[config.mk]
export PLATFORM = sky130hd
export DESIGN_NAME = dm_wb_cache
export DESIGN_NICKNAME = d
export VERILOG_FILES = /design/src/rtl/dmc_pkg.sv /design/src/rtl/dmc_datapath.sv /design/src/rtl/dmc_control.sv /design/src/rtl/dm_wb_cache.sv
export SDC_FILE = /design/constraint.sdc
export NUM_CORES = 1
export LEC_CHECK = 0
export ABC_AREA = 1
export BUFFER_PORTS_ARGS = -buffer_cell sky130_fd_sc_hd__buf_2
export CELL_PAD_IN_SITES_DETAIL_PLACEMENT = 0
export CELL_PAD_IN_SITES_GLOBAL_PLACEMENT = 2
export CORE_UTILIZATION = 41
export CTS_CLUSTER_DIAMETER = 100
export DETAILED_ROUTE_END_ITERATION = 7
export GPL_ROUTABILITY_DRIVEN = 0
export GPL_TIMING_DRIVEN = 0
export PLACE_DENSITY_LB_ADDON = 0.1
export SLEW_MARGIN = 20
export SYNTH_ARGS = -nofsm -noshare
export SYNTH_HDL_FRONTEND = slang
export SYNTH_SLANG_ARGS = --single-unit
[constraint.sdc]
create_clock -name clk -period 7.76 [get_ports clk]
set_input_delay 1.164 -clock clk [delete_from_list [all_inputs] [get_ports clk]]
set_output_delay 1.164 -clock clk [all_outputs]
set_load 0.01 [all_outputs]
[src/rtl/dmc_pkg.sv]
package dmc_pkg;

  typedef enum logic [2:0] {
    ST_IDLE,
    ST_LOOKUP,
    ST_WRITEBACK,
    ST_REFILL,
    ST_RESPOND
  } ctrl_state_e;

  // strobes from control to datapath
  typedef struct packed {
    logic latchReq;   // capture CPU request fields
    logic captureRd;  // load read byte register
    logic storeByte;  // merge write byte, set dirty
    logic fillLine;   // install refill block, set valid, clear dirty
    logic selVictim;  // memory address from stored tag
  } dp_strobe_t;

endpackage

[src/rtl/dmc_datapath.sv]
module dmc_datapath
  import dmc_pkg::*;
#(
  parameter int ADDR_W      = 8,
  parameter int LINES       = 8,
  parameter int BLOCK_BYTES = 4
) (
  input  logic                     clk,
  input  logic                     rst,
  input  dp_strobe_t               strobe,
  input  logic                     cpuWe,
  input  logic [ADDR_W-1:0]        cpuAddr,
  input  logic [7:0]               cpuWdata,
  input  logic [BLOCK_BYTES*8-1:0] memRdata,
  output logic                     lineHit,
  output logic                     victimDirty,
  output logic                     reqWe,
  output logic [7:0]               cpuRdata,
  output logic [ADDR_W-1:0]        memAddr,
  output logic [BLOCK_BYTES*8-1:0] memWdata
);
  localparam int OFF_W = $clog2(BLOCK_BYTES);
  localparam int IDX_W = $clog2(LINES);
  localparam int TAG_W = ADDR_W - OFF_W - IDX_W;
  localparam int BLK_W = BLOCK_BYTES * 8;

  logic [ADDR_W-1:0] reqAddr;
  logic [7:0]        reqData;
  logic [LINES-1:0]  validBits;
  logic [LINES-1:0]  dirtyBits;
  logic [TAG_W-1:0]  tagArr  [LINES];
  logic [BLK_W-1:0]  dataArr [LINES];
  logic [7:0]        rdReg;

  logic [OFF_W-1:0] reqOff;
  logic [IDX_W-1:0] reqIdx;
  logic [TAG_W-1:0] reqTag;

  assign reqOff = reqAddr[OFF_W-1:0];
  assign reqIdx = reqAddr[OFF_W +: IDX_W];
  assign reqTag = reqAddr[ADDR_W-1 -: TAG_W];

  assign lineHit     = validBits[reqIdx] && (tagArr[reqIdx] == reqTag);
  assign victimDirty = validBits[reqIdx] && dirtyBits[reqIdx];
  assign memWdata    = dataArr[reqIdx];
  assign memAddr     = strobe.selVictim ? {tagArr[reqIdx], reqIdx, {OFF_W{1'b0}}}
                                        : {reqTag, reqIdx, {OFF_W{1'b0}}};
  assign cpuRdata    = rdReg;

  // request capture and read byte
  always_ff @(posedge clk) begin
    if (rst) begin
      reqAddr <= '0;
      reqWe   <= 1'b0;
      reqData <= '0;
      rdReg   <= '0;
    end else begin
      if (strobe.latchReq) begin
        reqAddr <= cpuAddr;
        reqWe   <= cpuWe;
        reqData <= cpuWdata;
      end
      if (strobe.captureRd)
        rdReg <= dataArr[reqIdx][{reqOff, 3'b000} +: 8];
    end
  end

  // per-line state flags
  always_ff @(posedge clk) begin
    if (rst) begin
      validBits <= '0;
      dirtyBits <= '0;
    end else if (strobe.fillLine) begin
      validBits[reqIdx] <= 1'b1;
      dirtyBits[reqIdx] <= 1'b0;
    end else if (strobe.storeByte) begin
      dirtyBits[reqIdx] <= 1'b1;
    end
  end

  // tag and block storage, one slice per line
  for (genvar g = 0; g < LINES; g++) begin : g_line
    always_ff @(posedge clk) begin
      if (reqIdx == IDX_W'(g)) begin
        if (strobe.fillLine) begin
          tagArr[g]  <= reqTag;
          dataArr[g] <= memRdata;
        end else if (strobe.storeByte) begin
          dataArr[g][{reqOff, 3'b000} +: 8] <= reqData;
        end
      end
    end
  end

endmodule

[src/rtl/dmc_control.sv]
module dmc_control
  import dmc_pkg::*;
(
  input  logic       clk,
  input  logic       rst,
  input  logic       cpuReq,
  input  logic       lineHit,
  input  logic       victimDirty,
  input  logic       reqWe,
  input  logic       memAck,
  output dp_strobe_t strobe,
  output logic       cpuReady,
  output logic       cpuDone,
  output logic       cpuHit,
  output logic       memReq,
  output logic       memWe
);
  ctrl_state_e state, nextState;
  logic        missSeen;

  always_comb begin
    nextState = state;
    strobe    = '0;
    cpuReady  = 1'b0;
    cpuDone   = 1'b0;
    memReq    = 1'b0;
    memWe     = 1'b0;
    unique case (state)
      ST_IDLE: begin
        cpuReady = 1'b1;
        if (cpuReq) begin
          strobe.latchReq = 1'b1;
          nextState       = ST_LOOKUP;
        end
      end
      ST_LOOKUP: begin
        if (lineHit) begin
          strobe.storeByte = reqWe;
          strobe.captureRd = !reqWe;
          nextState        = ST_RESPOND;
        end else begin
          nextState = victimDirty ? ST_WRITEBACK : ST_REFILL;
        end
      end
      ST_WRITEBACK: begin
        memReq           = 1'b1;
        memWe            = 1'b1;
        strobe.selVictim = 1'b1;
        if (memAck) nextState = ST_REFILL;
      end
      ST_REFILL: begin
        memReq = 1'b1;
        if (memAck) begin
          strobe.fillLine = 1'b1;
          nextState       = ST_LOOKUP;
        end
      end
      ST_RESPOND: begin
        cpuDone   = 1'b1;
        nextState = ST_IDLE;
      end
      default: nextState = ST_IDLE;
    endcase
  end

  assign cpuHit = cpuDone && !missSeen;

  always_ff @(posedge clk) begin
    if (rst) begin
      state    <= ST_IDLE;
      missSeen <= 1'b0;
    end else begin
      state <= nextState;
      if (state == ST_IDLE)
        missSeen <= 1'b0;
      else if (state == ST_LOOKUP && !lineHit)
        missSeen <= 1'b1;
    end
  end

endmodule

[src/rtl/dm_wb_cache.sv]
module dm_wb_cache
  import dmc_pkg::*;
#(
  parameter int ADDR_W      = 8,
  parameter int LINES       = 8,
  parameter int BLOCK_BYTES = 4
) (
  input  logic                     clk,
  input  logic                     rst,
  input  logic                     cpuReq,
  input  logic                     cpuWe,
  input  logic [ADDR_W-1:0]        cpuAddr,
  input  logic [7:0]               cpuWdata,
  output logic                     cpuReady,
  output logic                     cpuDone,
  output logic                     cpuHit,
  output logic [7:0]               cpuRdata,
  output logic                     memReq,
  output logic                     memWe,
  output logic [ADDR_W-1:0]        memAddr,
  output logic [BLOCK_BYTES*8-1:0] memWdata,
  input  logic [BLOCK_BYTES*8-1:0] memRdata,
  input  logic                     memAck
);
  dp_strobe_t strobe;
  logic       lineHit;
  logic       victimDirty;
  logic       reqWe;

  dmc_control u_ctrl (
    .clk(clk), .rst(rst), .cpuReq(cpuReq), .lineHit(lineHit),
    .victimDirty(victimDirty), .reqWe(reqWe), .memAck(memAck),
    .strobe(strobe), .cpuReady(cpuReady), .cpuDone(cpuDone),
    .cpuHit(cpuHit), .memReq(memReq), .memWe(memWe)
  );

  dmc_datapath #(.ADDR_W(ADDR_W), .LINES(LINES), .BLOCK_BYTES(BLOCK_BYTES)) u_dp (
    .clk(clk), .rst(rst), .strobe(strobe), .cpuWe(cpuWe), .cpuAddr(cpuAddr),
    .cpuWdata(cpuWdata), .memRdata(memRdata), .lineHit(lineHit),
    .victimDirty(victimDirty), .reqWe(reqWe), .cpuRdata(cpuRdata),
    .memAddr(memAddr), .memWdata(memWdata)
  );

endmodule

# Word level (Yosys, flattened, before mapping)
# Memory sizes are Yosys's and may differ from the RTL's. A register that Yosys moved wholly into a read port is not among the register bits.
# Index checks and enable logic that the tools add are counted.
# classes
addsub	1
n_lt_le_gt_ge	2
n_eq_ne	15
shift	3
muxes	362
n_bitwise	260
reduce_logical	28
# op_table
operator	n
32-bit 2-to-1 mux	22
1-bit 2-to-1 mux	302
1-bit OR	256
32-bit OR reduction	7
3-bit 2-to-1 mux	29
8-bit by 7-bit variable shift with 32-bit output, first input constant	1
32-bit by 6-bit variable part select with 8-bit output	1
8-bit by 7-bit variable part select with 32-bit output	1
8-bit 2-to-1 mux	3
3-bit OR reduction	7
8-bit OR	2
3-bit equality test, second input constant	5
3-bit by 2-bit equality test with 1-bit output, second input constant	4
3-bit case mux with 4 select lines	1
8-bit AND	1
8-bit inverter	1
5-bit negation with 7-bit output	1
1-bit binary-select mux with 3-bit select	2
3-bit by 1-bit equality test with 1-bit output, second input constant	2
3-bit logical NOT	2
2-bit != test, second input constant	3
1-bit logical AND	5
3-bit by 4-bit less-than comparator with 1-bit output, second input constant	1
2-bit 2-to-1 mux	2
other kinds (7)	10
# totals
register_bits	45
ram_bits	280
input_bits	53
out_inout_bits	53
n_memories	2
# memory_table
name	depth	width	rd	rd_ports_with_merged_regs	wr	line_no	text
u_dp.dataArr	8	32	1	1	1	dmc_datapath.sv:32	logic [BLK_W-1:0] dataArr [LINES];
u_dp.tagArr	8	3	1	1	1	dmc_datapath.sv:31	logic [TAG_W-1:0] tagArr [LINES];

# Logic depth before layout (Yosys ltp)
# logic_depth
ltp_word	18
ltp_mapped	16
ltp_nobuf	15

# Hierarchy
# A second synthesis with hierarchy kept.
# unflattened
hier_cells	2207
area_unflattened_um2	18438.9
# by_module_without_submodules
module	instances	cells_each	area_per_inst_um2
dmc_datapath	1	2163	18172.4
dmc_control	1	44	266.5

# Least setup slack after synthesis
# No wires, ideal clock.
# synth_timing
kind	in2reg
from	in memAck
to	mem u_dp.dataArr[0][16] in the netlist's numbering, enable pin
arrival_time_ns	2.438
t_required_ns	7.431
setup_slack_ns	4.993
path_stages	6
path_buffers	1
cell_sequence	nand3_1 > inv_2 > nor2_1 > buf_2 > nand4_4 > nand2_1
# synth_via
elab_chain_len	14
# synth_lines
item	line_no	text
start, declared	dm_wb_cache.sv:23	input logic memAck
1-bit 2-to-1 mux (*)	dmc_control.sv:53	if (memAck) begin
1-bit 2-to-1 mux (*)	dmc_control.sv:28	unique case (state)
1-bit 2-to-1 mux	dmc_datapath.sv:85	if (strobe.fillLine) begin
1-bit 2-to-1 mux	dmc_datapath.sv:84	if (reqIdx == IDX_W'(g)) begin
1-bit 2-to-1 mux (implied by the code) or 32-bit 2-to-1 mux (tied branches)	dmc_datapath.sv:87, dmc_datapath.sv:89	
1-bit OR (no line)	n/a	
32-bit OR reduction (no line)	n/a	
3-bit 2-to-1 mux (no line) or 32-bit 2-to-1 mux (tied branches) (7 in a row)	n/a	
end, declared	dmc_datapath.sv:32	
# Mark *: on every way between the ends. The rest lies on a longest branch, timed or not.

==> flow_summary_export.csv <==
group,metric,value,unit
sta,clock_skew,23.26,ps
grt,grt_overflow,0,
sta,rsz0062_at_grt,"false",
floorplan,pin_count,106,
sta,hold_ws,453.5,ps
floorplan,fp.dieArea,0.04577,sq mm
routing,vias,18110,
yosys,synthCells,2229,
final_layout,fin_nets,2403,
setup_path,critical_path_class,"reg2out",
clock_tree,cts_made_buffers,40,
place,placed_cells_incl_taps,2895,
routing,drt_wl_total,86.74,mm
routing,wl_per_cell,29.25,um
yosys,synth-edff-count,280,
floorplan,die_x,213.9,um
setup_path,cp_max_fo,10,
yosys,syn_area,0.01842,sq mm
grt,grt_pass1_vias,16850,
floorplan,placementRows,77,
grt,grt_pass1_wl,121.1,mm
yosys,synth_top_area_cell,"edfxtp_1",
place,place_ws,3532,ps
yosys,synth_top_cell_area_share,0.4566,
grt,grt_use_total,0.3723,
clock_tree,cts_resized,0,
yosys,synth_ff_type,"edfxtp_1",
yosys,ys_seq_area_frac,0.5088,
sta,slew_violations,0,
sta,fin_tns_setup,0,ps
clock_tree,htree_levels,2,
sta,tightest_slew,1294,ps
sta,fmax,195.9,MHz
final_layout,final_cell_mix,"nand2_1 (727), edfxtp_1 (280), nand4_1 (259), nor2_1 (205), o21ai_0 (141)",
worst_hold_path,hp-class,"reg2reg",
grt,antenna_found_initial,6,
status,status,"complete, no violations",
clock_tree,cts.sinks,328,
yosys,ys_ff_latch,328,
yosys,yosys_warnings,0,
sta,finalSetupViolCount,0,
clock_tree,clk_pin_slew,60,ps
power_and_ir_drop,power.leakage,8.936,nW
yosys,synthTopCellsByArea,"edfxtp_1 (46%), nand2_1 (15%), nand4_1 (8.8%)",
sta,fin_crit_sh,0.6578,
yosys,syn_area_per_cell,8.262,sq um
final_layout,post_layout_nonfiller_instances,2965,
place,port-buffer-count,70,
final_layout,syn2layout_area_growth,13.17,%
floorplan,core_area,0.04422,sq mm
clock_tree,cts_tree,"yes",
setup_path,arrival,3940,ps
power_and_ir_drop,ir_worst_vdd,0.1290,mV
setup_path,crit_required,6600,ps
sta,slew_headroom,0.1374,
yosys,ys_async_sr_fraction,0,
clock_tree,worstSkewPairLatency,580,ps
final_layout,fill_cells,4377,
routing,route.detailed.drc,0,
job,maxCapViolations,0,
yosys,synth_cell_type_count,29,
sta,setup_ws,2655,ps
routing,drtAntennaViolNets,0,
sta,final_hold_viol_count,0,
clock_tree,cts_setup_buffers,0,
routing,drt_iter0_drc,2317,
final_layout,final_common_cell,"nand2_1",
final_layout,antennaDiodeCount,0,
clock_tree,ctsHoldBuffers,0,
routing,firstDrtPassIters,6,
setup_path,end_kind,"output pin",
routing,vias_per_cell,6.108,
floorplan,start_util,0.4164,
setup_path,start_kind,"flip-flop",
grt,grt_max_degree,13,
clock_tree,clockBufferDepth,3,
place,dpl.hpwl,60.94,mm
power_and_ir_drop,cellPowerDensity,227.6,mW/mm^2
sta,fin_crit,5105,ps
floorplan,die_y,213.9,um
clock_tree,cts_root_buf,"clkbuf_16",
final_layout,drive_gt1_frac,0.1011,
## Yosys cell counts (all sizes together), types with 5 or more instances
cell type  instances
edfxtp           280
o211ai            12
a21oi             34
nand4            289
nand2            728
buf               98
o21a              20
nor3              13
ha                 5
o22ai             51
dfxtp             48
nor2             209
inv              120
clkbuf           106
nand3             44
o21ai            168
## worst max-delay path: stages (launching register included)
cell      delay, ps
dfxtp_1         490
buf_2           320
buf_1           680
clkbuf_1        840
o21ai_0         210
o211ai_1        290
o21ai_1         270
inv_1           120
buf_2           130
## path summary, 6_finish.rpt
check	from	to	slack, ps	cells after the start
setup / recovery	flip-flop	memWdata[28]	2660	8
hold reg to reg	u_dp.validBits[3]	u_dp.validBits[3]	450	2
setup reg to reg	flip-flop	u_dp.cpuRdata[4]	3760	11
hold / removal	u_dp.validBits[3]	u_dp.validBits[3]	450	2
## metrics by stage
stage | util | instance area [sq um] | power [mW]
3_5_place_dp | 0.4427 | 19580 | 2.878
6_report | 0.4713 | 20840 | 4.743
2_1_floorplan | - | 18420 | 2.468
3_3_place_gp | 0.4412 | 19510 | 2.868
4_1_cts | 0.4709 | 20830 | 4.701
5_1_grt | 0.4713 | 20840 | 4.835
## registers in the layout (all words and copies together), names as in the netlist, 3 cells and up, named ones only
signal,count
u_dp.dataArr,256
u_dp.tagArr,24
u_dp.cpuRdata,8
u_dp.reqAddr,8
u_dp.reqData,8
u_dp.validBits,8
u_ctrl.state,3
## metal layers
metal / track usage / vias to the layer above / wire (um)
met3: 0.09623 / 249 / 10450
met5: 0 / - / 52
li1: - / 7952 / -
met2: 0.5519 / 1275 / 37120
met1: 0.4947 / 8629 / 34000
met4: 0.2060 / 6 / 5119
## where the power goes
part	internal, mW	total (mW)	switching, mW	leakage, nW
Combinational	0.197	0.926	0.728	5.41
Clock	1.07	1.86	0.787	0.615
Sequential	1.94	1.96	0.0217	2.91
## cell families (layout without fill, tap and decap cells)
logic type,Yosys count,after routing,share of synthesized area
AND/OR/NAND/NOR,1285,1285,0.3308
flip-flops,328,328,0.5088
adder cells (fa/ha/maj),5,5,0.003397
buffers and inverters,325,468,0.07161
AO/OA/AOI/OAI,285,285,0.08527
other,1,2,0.0002036
## area by class of cell
cell class / count / area [sq um] / share of cell area
sequential: 328 / 9369 / 0.4495
multi-input combinational: 1577 / 7781 / 0.3734
clock buffer: 55 / 1119 / 0.05367
buffer: 204 / 874.6 / 0.04196
tap: 592 / 740.7 / 0.03554
inverter: 121 / 454.2 / 0.02179
timing repair buffer: 73 / 372.9 / 0.01789
clock inverter: 15 / 130.1 / 0.006244
No activity file was read; power rests on OpenSTA's default activity.
